File: config.mk
export PLATFORM = sky130hd
export DESIGN_NAME = fetch_line_cache
export DESIGN_NICKNAME = d
export VERILOG_FILES = /design/src/rtl/fc_pkg.sv /design/src/rtl/fc_line_store.sv /design/src/rtl/fc_word_pick.sv /design/src/rtl/fc_ctrl.sv /design/src/rtl/fetch_line_cache.sv
export SDC_FILE = /design/constraint.sdc
export NUM_CORES = 1
export LEC_CHECK = 0
export CAP_MARGIN = 10
export CORE_ASPECT_RATIO = 2
export CORE_MARGIN = 5
export CORE_UTILIZATION = 40
export CTS_BUF_LIST = sky130_fd_sc_hd__clkbuf_8
export CTS_CLUSTER_DIAMETER = 30
export DETAILED_ROUTE_END_ITERATION = 10
export PLACE_DENSITY = 0.67
export SYNTH_ARGS = -nofsm -noshare
export SYNTH_HDL_FRONTEND = slang
export SYNTH_SLANG_ARGS = --single-unit
File: constraint.sdc
create_clock -name clk -period 17.6 [get_ports clk]
set_clock_uncertainty 0.05 [all_clocks]
set_input_delay 2.64 -clock clk [delete_from_list [all_inputs] [get_ports clk]]
set_output_delay 2.64 -clock clk [all_outputs]
set_load 0.05 [all_outputs]
File: src/rtl/fc_pkg.sv
package fc_pkg;
  typedef struct packed {
    logic busy;   // a flash read is outstanding
    logic pf;     // the outstanding read is a look-ahead
    logic drop;   // its data will be discarded
  } fl_slot_t;

  typedef enum logic [1:0] {
    SRC_NONE  = 2'd0,
    SRC_CACHE = 2'd1,
    SRC_FLASH = 2'd2
  } fc_src_e;
endpackage

File: src/rtl/fc_line_store.sv
module fc_line_store #(
  parameter int LINES  = 8,
  parameter int LA_W   = 8,
  parameter int LINE_W = 128,
  localparam int IDX_W = $clog2(LINES),
  localparam int TAG_W = LA_W - IDX_W
) (
  input  logic              clk,
  input  logic              rst,
  input  logic              clear,
  input  logic              wr_en,
  input  logic [LA_W-1:0]   wr_la,
  input  logic [LINE_W-1:0] wr_line,
  input  logic [LA_W-1:0]   rd_la,
  output logic              rd_hit,
  output logic [LINE_W-1:0] rd_line,
  input  logic [LA_W-1:0]   pf_la,
  output logic              pf_hit
);
  logic [LINES-1:0]  vld;
  logic [TAG_W-1:0]  tag_mem [LINES];
  logic [LINE_W-1:0] dat_mem [LINES];

  logic [IDX_W-1:0] wr_idx, rd_idx, pf_idx;
  assign wr_idx = wr_la[IDX_W-1:0];
  assign rd_idx = rd_la[IDX_W-1:0];
  assign pf_idx = pf_la[IDX_W-1:0];

  always_ff @(posedge clk) begin
    if (rst || clear) vld <= '0;
    else if (wr_en)   vld[wr_idx] <= 1'b1;
  end

  // Data and tag arrays carry no reset so they map to distributed RAM.
  always_ff @(posedge clk) begin
    if (wr_en) begin
      tag_mem[wr_idx] <= wr_la[LA_W-1:IDX_W];
      dat_mem[wr_idx] <= wr_line;
    end
  end

  assign rd_hit  = vld[rd_idx] && (tag_mem[rd_idx] == rd_la[LA_W-1:IDX_W]);
  assign rd_line = dat_mem[rd_idx];
  assign pf_hit  = vld[pf_idx] && (tag_mem[pf_idx] == pf_la[LA_W-1:IDX_W]);
endmodule

File: src/rtl/fc_word_pick.sv
module fc_word_pick #(
  parameter int LINE_W = 128,
  parameter int WORD_W = 32,
  localparam int SEL_W = $clog2(LINE_W / WORD_W)
) (
  input  logic [LINE_W-1:0] line,
  input  logic [SEL_W-1:0]  sel,
  output logic [WORD_W-1:0] word
);
  assign word = line[sel*WORD_W +: WORD_W];
endmodule

File: src/rtl/fc_ctrl.sv
module fc_ctrl
  import fc_pkg::*;
#(
  parameter int LA_W     = 8,
  parameter int WORD_W   = 32,
  parameter int TOP_LINE = 255
) (
  input  logic              clk,
  input  logic              rst,
  input  logic              cache_en,
  input  logic              fetch_req,
  input  logic              fetch_jump,
  input  logic [LA_W-1:0]   d_la,
  input  logic              d_hit,
  input  logic              pf_hit,
  input  logic              fl_valid,
  input  logic [WORD_W-1:0] picked_word,
  output logic              fetch_ack,
  output logic [WORD_W-1:0] fetch_word,
  output fc_src_e           src,
  output logic              fill,
  output logic [LA_W-1:0]   fill_la,
  output logic [LA_W-1:0]   pf_la,
  output logic              fl_req,
  output logic [LA_W-1:0]   fl_addr
);
  fl_slot_t        slot;
  logic [LA_W-1:0] slot_la;
  logic            pf_pend;
  logic [LA_W:0]   nxt;

  logic dem, ret, fl_match, served_hit, served_fl, serve;
  logic abort, issue_d, issue_pf;

  always_comb begin
    dem        = fetch_req && !fetch_ack;
    ret        = fl_valid && slot.busy;
    fl_match   = slot.busy && !slot.drop && (slot_la == d_la);
    served_hit = dem && cache_en && d_hit;
    served_fl  = dem && !served_hit && ret && fl_match;
    serve      = served_hit || served_fl;
    abort      = dem && fetch_jump && slot.busy && slot.pf && !slot.drop && (slot_la != d_la);
    issue_d    = dem && !slot.busy && !(cache_en && d_hit);
    issue_pf   = !issue_d && !slot.busy && cache_en && pf_pend && !pf_hit;
    fill       = ret && cache_en && !slot.drop && !abort;
    nxt        = {1'b0, d_la} + (LA_W+1)'(1);
    if (served_hit)     src = SRC_CACHE;
    else if (served_fl) src = SRC_FLASH;
    else                src = SRC_NONE;
  end

  assign fill_la = slot_la;

  always_ff @(posedge clk) begin
    if (rst) begin
      fetch_ack  <= 1'b0;
      fetch_word <= '0;
      fl_req     <= 1'b0;
      fl_addr    <= '0;
      pf_pend    <= 1'b0;
      pf_la      <= '0;
      slot       <= '0;
      slot_la    <= '0;
    end else begin
      fetch_ack <= serve;
      if (serve) fetch_word <= picked_word;

      fl_req <= issue_d || issue_pf;
      if (issue_d || issue_pf) fl_addr <= issue_d ? d_la : pf_la;

      if (!cache_en) begin
        pf_pend <= 1'b0;
      end else if (serve) begin
        pf_pend <= (nxt <= (LA_W+1)'(TOP_LINE));
        pf_la   <= nxt[LA_W-1:0];
      end else if (issue_pf || (pf_pend && pf_hit)) begin
        pf_pend <= 1'b0;
      end

      if (issue_d || issue_pf) begin
        slot    <= '{busy: 1'b1, pf: issue_pf, drop: 1'b0};
        slot_la <= issue_d ? d_la : pf_la;
      end else begin
        if (ret) slot.busy <= 1'b0;
        if (abort || (!cache_en && slot.pf)) slot.drop <= 1'b1;
      end
    end
  end
endmodule

File: src/rtl/fetch_line_cache.sv
module fetch_line_cache
  import fc_pkg::*;
#(
  parameter int ADDR_W   = 10,
  parameter int WORD_W   = 32,
  parameter int LINE_W   = 128,
  parameter int LINES    = 8,
  parameter int TOP_LINE = 255,
  localparam int SEL_W   = $clog2(LINE_W / WORD_W),
  localparam int LA_W    = ADDR_W - SEL_W
) (
  input  logic              clk,
  input  logic              rst,
  input  logic              cache_en,
  input  logic              fetch_req,
  input  logic [ADDR_W-1:0] fetch_addr,
  input  logic              fetch_jump,
  output logic              fetch_ack,
  output logic [WORD_W-1:0] fetch_word,
  output logic              fl_req,
  output logic [LA_W-1:0]   fl_addr,
  input  logic              fl_valid,
  input  logic [LINE_W-1:0] fl_line
);
  logic [LA_W-1:0]   d_la, fill_la, pf_la;
  logic              d_hit, pf_hit, fill;
  logic [LINE_W-1:0] rd_line, src_line;
  logic [WORD_W-1:0] picked;
  fc_src_e           src;

  assign d_la     = fetch_addr[ADDR_W-1:SEL_W];
  assign src_line = (src == SRC_FLASH) ? fl_line : rd_line;

  fc_line_store #(.LINES(LINES), .LA_W(LA_W), .LINE_W(LINE_W)) u_store (
    .clk(clk), .rst(rst), .clear(!cache_en),
    .wr_en(fill), .wr_la(fill_la), .wr_line(fl_line),
    .rd_la(d_la), .rd_hit(d_hit), .rd_line(rd_line),
    .pf_la(pf_la), .pf_hit(pf_hit)
  );

  fc_word_pick #(.LINE_W(LINE_W), .WORD_W(WORD_W)) u_pick (
    .line(src_line), .sel(fetch_addr[SEL_W-1:0]), .word(picked)
  );

  fc_ctrl #(.LA_W(LA_W), .WORD_W(WORD_W), .TOP_LINE(TOP_LINE)) u_ctrl (
    .clk(clk), .rst(rst), .cache_en(cache_en),
    .fetch_req(fetch_req), .fetch_jump(fetch_jump), .d_la(d_la),
    .d_hit(d_hit), .pf_hit(pf_hit), .fl_valid(fl_valid), .picked_word(picked),
    .fetch_ack(fetch_ack), .fetch_word(fetch_word), .src(src),
    .fill(fill), .fill_la(fill_la), .pf_la(pf_la),
    .fl_req(fl_req), .fl_addr(fl_addr)
  );
endmodule

### Word-level counts from Yosys, hierarchy flattened

Memory sizes are Yosys's and may differ from the RTL's. A register that Yosys moved wholly into a read port is not among the register bits.
Cells that the tools add are included.
Widths: inputs -> output; s select.

| word-level totals | value |
|---|---|
| bits in registers | 62 |
| bits in latches | 0 |
| bits in writable memories | 1064 |
| memory bits (read-only) | 0 |
| input port bits | 144 |
| output and inout port bits | 42 |
| word-level logic and storage cells | 92 |
| memories kept | 2 |

| operators by class | value |
|---|---|
| add/sub/neg operators | 1 |
| multiply operators | 0 |
| div/mod/pow operators | 0 |
| magnitude comparators | 5 |
| equality and inequality tests | 5 |
| shifts and indexed selects | 1 |
| mux-type cells | 18 |
| bitwise gates (word level) | 2 |
| reductions and logical operators | 48 |

Memories:

| name | depth | width | read ports | clocked after memory_dff | write ports | RTL line | RTL |
|---|---|---|---|---|---|---|---|
| u_store.dat_mem | 8 | 128 | 1 | 0 | 1 | fc_line_store.sv:22 | `logic [LINE_W-1:0] dat_mem [LINES];` |
| u_store.tag_mem | 8 | 5 | 2 | 1 | 1 | fc_line_store.sv:21 | `logic [TAG_W-1:0] tag_mem [LINES];` |

Operator list:

| operator | count |
|---|---|
| $mux 128 | 1 |
| $shiftx 128x8->32 | 1 |
| $logic_and 1x1->1 | 29 |
| $lt 3x4->1 const B | 3 |
| $eq 5x5->1 | 2 |
| $add 8x1->9 const B | 1 |
| $le 9x8->1 const B | 1 |
| $logic_not 1->1 | 9 |
| $mux 1 | 9 |
| $eq 8x8->1 | 1 |
| $mux 8 | 1 |
| $ne 8x8->1 | 1 |
| $or 8x8->8 | 1 |
| $bmux 1 s3 | 2 |
| $mux 3 | 2 |
| $logic_or 1x1->1 | 5 |
| $mux 2 | 2 |
| $reduce_bool 2->1 | 2 |
| $reduce_or 2->1 | 2 |
| $demux 1 s3 | 1 |
| $ge 3x1->1 const B | 1 |
| $eq 2x2->1 const B | 1 |
| $reduce_and 2->1 | 1 |
| $not 1->1 | 1 |

### Longest topological paths before layout

| logic depth | value |
|---|---|
| depth in word-level cells | 14 |
| mapped depth | 13 |

### Modules after synthesis

From an unflattened synthesis, not the netlist that was laid out.

| unflattened totals | value |
|---|---|
| cell total of the unflattened synthesis | 2121 |
| area, all modules | 47485.5 sq um |

Modules (own cells, without submodules):

| module | times used | cells each | area each (sq um) |
|---|---|---|---|
| fc_line_store | 1 | 1642 | 41955.2 |
| fc_ctrl | 1 | 296 | 2620.0 |
| fetch_line_cache | 1 | 144 | 2095.8 |
| fc_word_pick | 1 | 39 | 814.5 |

### Worst setup path before layout

OpenSTA, ideal clock, no wires.

| timing | value |
|---|---|
| kind | in2reg |
| from | input port fetch_addr[2] |
| to | memory u_store.dat_mem[1][0], enable pin |
| library setup time | 0.790 ns |
| arrival time | 12.977 ns |
| required time | 16.760 ns |
| path slack | 3.783 ns |
| cell stages on the path | 9 |
| path through | buf_4 -> buf_2 -> xor2_1 -> nor4_1 -> nand2_1 -> nand3_1 -> and3_1 -> nand2_1 -> nor3_1 |

| on the way | value |
|---|---|
| longest elaborated chain between the ends | 6 |

RTL lines:

| element | RTL line | RTL |
|---|---|---|
| from (decl) | fetch_line_cache.sv:16 | `input logic [ADDR_W-1:0] fetch_addr,` |
| $ne 8x8->1 | fc_ctrl.sv:42 | `abort = dem && fetch_jump && slot.busy && slot.pf && !slot.drop && (slot_la != d_la);` |
| $logic_and 1x1->1 | fc_ctrl.sv:42 |  |
| $logic_not 1->1 | fc_ctrl.sv:45 | `fill = ret && cache_en && !slot.drop && !abort;` |
| $logic_and 1x1->1 | fc_ctrl.sv:45 |  |
| $mux 1 | fc_line_store.sv:36 | `if (wr_en) begin` |
| $mux 1 (implied by the code) | fc_line_store.sv:38 | `dat_mem[wr_idx] <= wr_line;` |
| to (decl) | fc_line_store.sv:22 |  |

No other way between the ends.

### Final worst setup path

| timing | value |
|---|---|
| from | input port fetch_addr[6] |
| to | memory u_store.dat_mem[6][12], enable pin |

The elaborated chain is that of the path after synthesis.

==> impl_metrics.yaml <==
outcome:
  status: "finished, final reports clean"
setup_path:
  setup.worst_path.end_class: "flip-flop"
  path_common_cell: "buf_4"
  slowest_stage: "buf_4"
  worstPathCellList: "clkdlybuf4s50_1 -> xor2_1 -> nor4_1 -> nand2_1 -> nand3_1 -> and3_1 -> nand2b_1 -> nor2_4 -> buf_4 -> buf_4"
  reg2reg_from: "u_ctrl.fl_addr[4]"
  worst_path_largest_cell_delay_ns: 0.91
  crit_buf_inv: 3
  worstSetupStartpointType: "input port"
  crit_arrival_ns: 7.06
  reg2regPathDepth: 9
  crit_type: "in2reg"
  crit_family: "buffers and inverters"
  crit_fanout: 60
  crit_required_ns: 17.99
  reg2reg_to: "u_store.dat_mem[6][12]"
  rrSetupSlack_ns: 12.84
sta:
  slew_viol_final: 0
  post-route-min-period_ns: 6.67
  max_freq_mhz: 150
  min_period_over_period: 0.379
  setup-tns-final_ns: 0
  finalHoldViolCount: 0
  relSlewSlack: 0.188
  setup_slack_ns: 10.93
  setup_viol: 0
  tightest_slew_ns: 1.22
  rsz0062_at_grt: "false"
detailed_routing:
  route.detailed.drc: 0
  vias_per_cell: 5.67
  drtAntennaViolNets: 0
  wl_per_cell_microns: 28.2
  vias: 22795
  wl_microns: 113000
  first_pass_iters: 5
  first_iter_violations: 2198
placed_design:
  io_buffers: 185
  place_hpwl_microns: 63300
  place_congestion: 0.807
  pre_cts_ws_ns: 10.07
grt:
  track_usage: 0.188
  antenna_found_initial: 34
  grt_pass1_wl_microns: 165000
  grt_max_degree: 155
  grt_pass1_vias: 24387
  grt.overflow.total: 0
power_and_ir_drop:
  vdd_drop_max_mv: 0.0756
  powerDensity_mw_per_mm2: 100
  p_leak_nw: 16.2
  power_mw: 5.16
cts:
  cts_setup_buffers: 0
  clock_path_buffers: 3
  root_buffer: "clkbuf_8"
  clk_latency_ns: 0.84
  clk_pin_slew_ns: 0.06
  numCtsBuffers: 157
  cts.sink_count: 1129
  hold_buffers: 0
  htreeDepth: 4
  cts_resized: 0
  cts_tree: "built"
synthesis:
  syn-cell-area_sq_mm: 0.0448
  yosysUniqueCellTypes: 53
  syn_inst: 2153
  ys_seq_area_frac: 0.742
  synth_top_area_share: 0.713
  synth-main-ff-cell: "edfxtp_1"
  synthTopCellsByCount: "1,064 x edfxtp_1, 276 x mux4_2, 94 x mux2i_1"
  yosysWarnings: 0
  async_flop_share: 0
  yosys.area.top_type: "edfxtp_1"
  synth.avg_cell_area_sq_um: 20.8
  ys_seq_elements: 1129
  syn-num-nets: 2299
  synth_enable_flop_cells: 1064
  post-synth-top-count-cell: "edfxtp_1"
  yosys-top-cells-area: "edfxtp_1 71%, mux4_2 14%, dfxtp_1 2.9%, mux2i_1 2.1%, mux2_2 1.7%"
run:
  drv_cap: 0
floorplan:
  coreArea_sq_mm: 0.111
  dieArea_sq_mm: 0.119
  ioPinCount: 186
  die_h_microns: 483
  start_util: 0.403
  num_rows: 173
  die_w_microns: 247
layout:
  drive_gt1_frac: 0.237
  nets: 2537
  area_growth_pct: 14.6
hold_path:
  min_path_type: "reg2reg"
  whs_path_depth: 1
  hold_end: "u_store.vld[0]"
  hp-start: "u_store.vld[0]"
## layout by cell type (no fill, tap or decap), types with 22 or more instances in the layout
master	count
mux2_2	66
a211o_1	28
mux2i_1	94
dfxtp_1	65
nor3_1	53
o211ai_1	54
clkdlybuf4s50_1	181
edfxtp_1	1064
a22o_1	26
a311oi_1	28
buf_4	22
a21oi_1	35
clkinv_1	38
nor2_1	40
mux4_2	276
inv_1	52
clkbuf_8	165
nor2b_1	33
## registers in the layout, summed over array words and instances, names as in the netlist, named ones only
signal,count
u_ctrl.pf_pend,1
u_ctrl.fetch_ack,1
u_ctrl.pf_la,8
u_store.vld,8
u_store.dat_mem,1024
u_ctrl.fl_addr,8
u_store.tag_mem,40
u_ctrl.fetch_word,32
u_ctrl.fl_req,1
u_ctrl.slot,3
## stage by stage
stage | std cells | area [sq um] | hold slack [ns] | util
finish | 4019 | 51400 | 0.438 | 0.462
global route | 4009 | 51300 | 0.459 | 0.461
CTS | 4003 | 51300 | 0.438 | 0.461
detailed placement | 3718 | 48400 | 0.425 | 0.435
global placement | 3718 | 48400 | 0.413 | 0.435
floorplan | 2153 | 44800 | 0.402 | -
## power breakdown
part | switching [mW] | internal (mW) | leakage (nW) | total [mW]
sequential | 0.00668 | 2.95 | 10.1 | 2.96
combinational | 0.150 | 0.125 | 4.36 | 0.275
clock | 0.982 | 0.949 | 1.68 | 1.93
total | 1.14 | 4.02 | 16.2 | 5.16
## layer usage
layer	up-vias	wire length (microns)	GRT usage
met5	-	146	0
met1	12087	42300	0.228
met3	204	7830	0.0479
met4	20	3790	0.0714
li1	9599	-	-
met2	885	59200	0.324
## cell type report
cell class | count | area [sq um]
well taps | 1487 | 1860
clock inverters | 121 | 706
diodes | 15 | 37.5
flip-flops and latches | 1129 | 33300
inverters | 6 | 22.5
repair buffers | 215 | 2190
multi-input cells | 882 | 11000
clock buffers | 164 | 2260
fillers | 9295 | 59900
## kinds of logic (layout without fill, tap and decap cells)
| group | Yosys count | after routing | share of synthesized area |
|---|---|---|---|
| AO/OA/AOI/OAI | 236 | 236 | 0.0405 |
| XOR/XNOR | 20 | 20 | 0.00391 |
| adder cells (fa/ha/maj) | 2 | 2 | 0.000558 |
| buffers and inverters | 142 | 506 | 0.0138 |
| flip-flops | 1129 | 1129 | 0.742 |
| multiplexers | 437 | 437 | 0.177 |
| other | 0 | 15 | 0 |
| AND/OR/NAND/NOR | 187 | 187 | 0.0221 |
## worst max path at each step
stage,startpoint,endpoint,slack (ns),depth (start not counted)
final,fetch_addr[6],u_store.dat_mem[6][12],10.93,10
after detailed placement,fetch_addr[6],u_store.dat_mem[6][11],10.07,10
after floorplan,fetch_addr[2],u_store.dat_mem[1][0],3.78,9
after CTS,fetch_addr[6],u_store.dat_mem[6][38],11.01,10
after global routing,fetch_addr[2],u_ctrl.fetch_word[15],10.69,9
after global placement,fetch_addr[6],u_store.dat_mem[6][11],10.07,10
(Power assumes the default switching activity.)
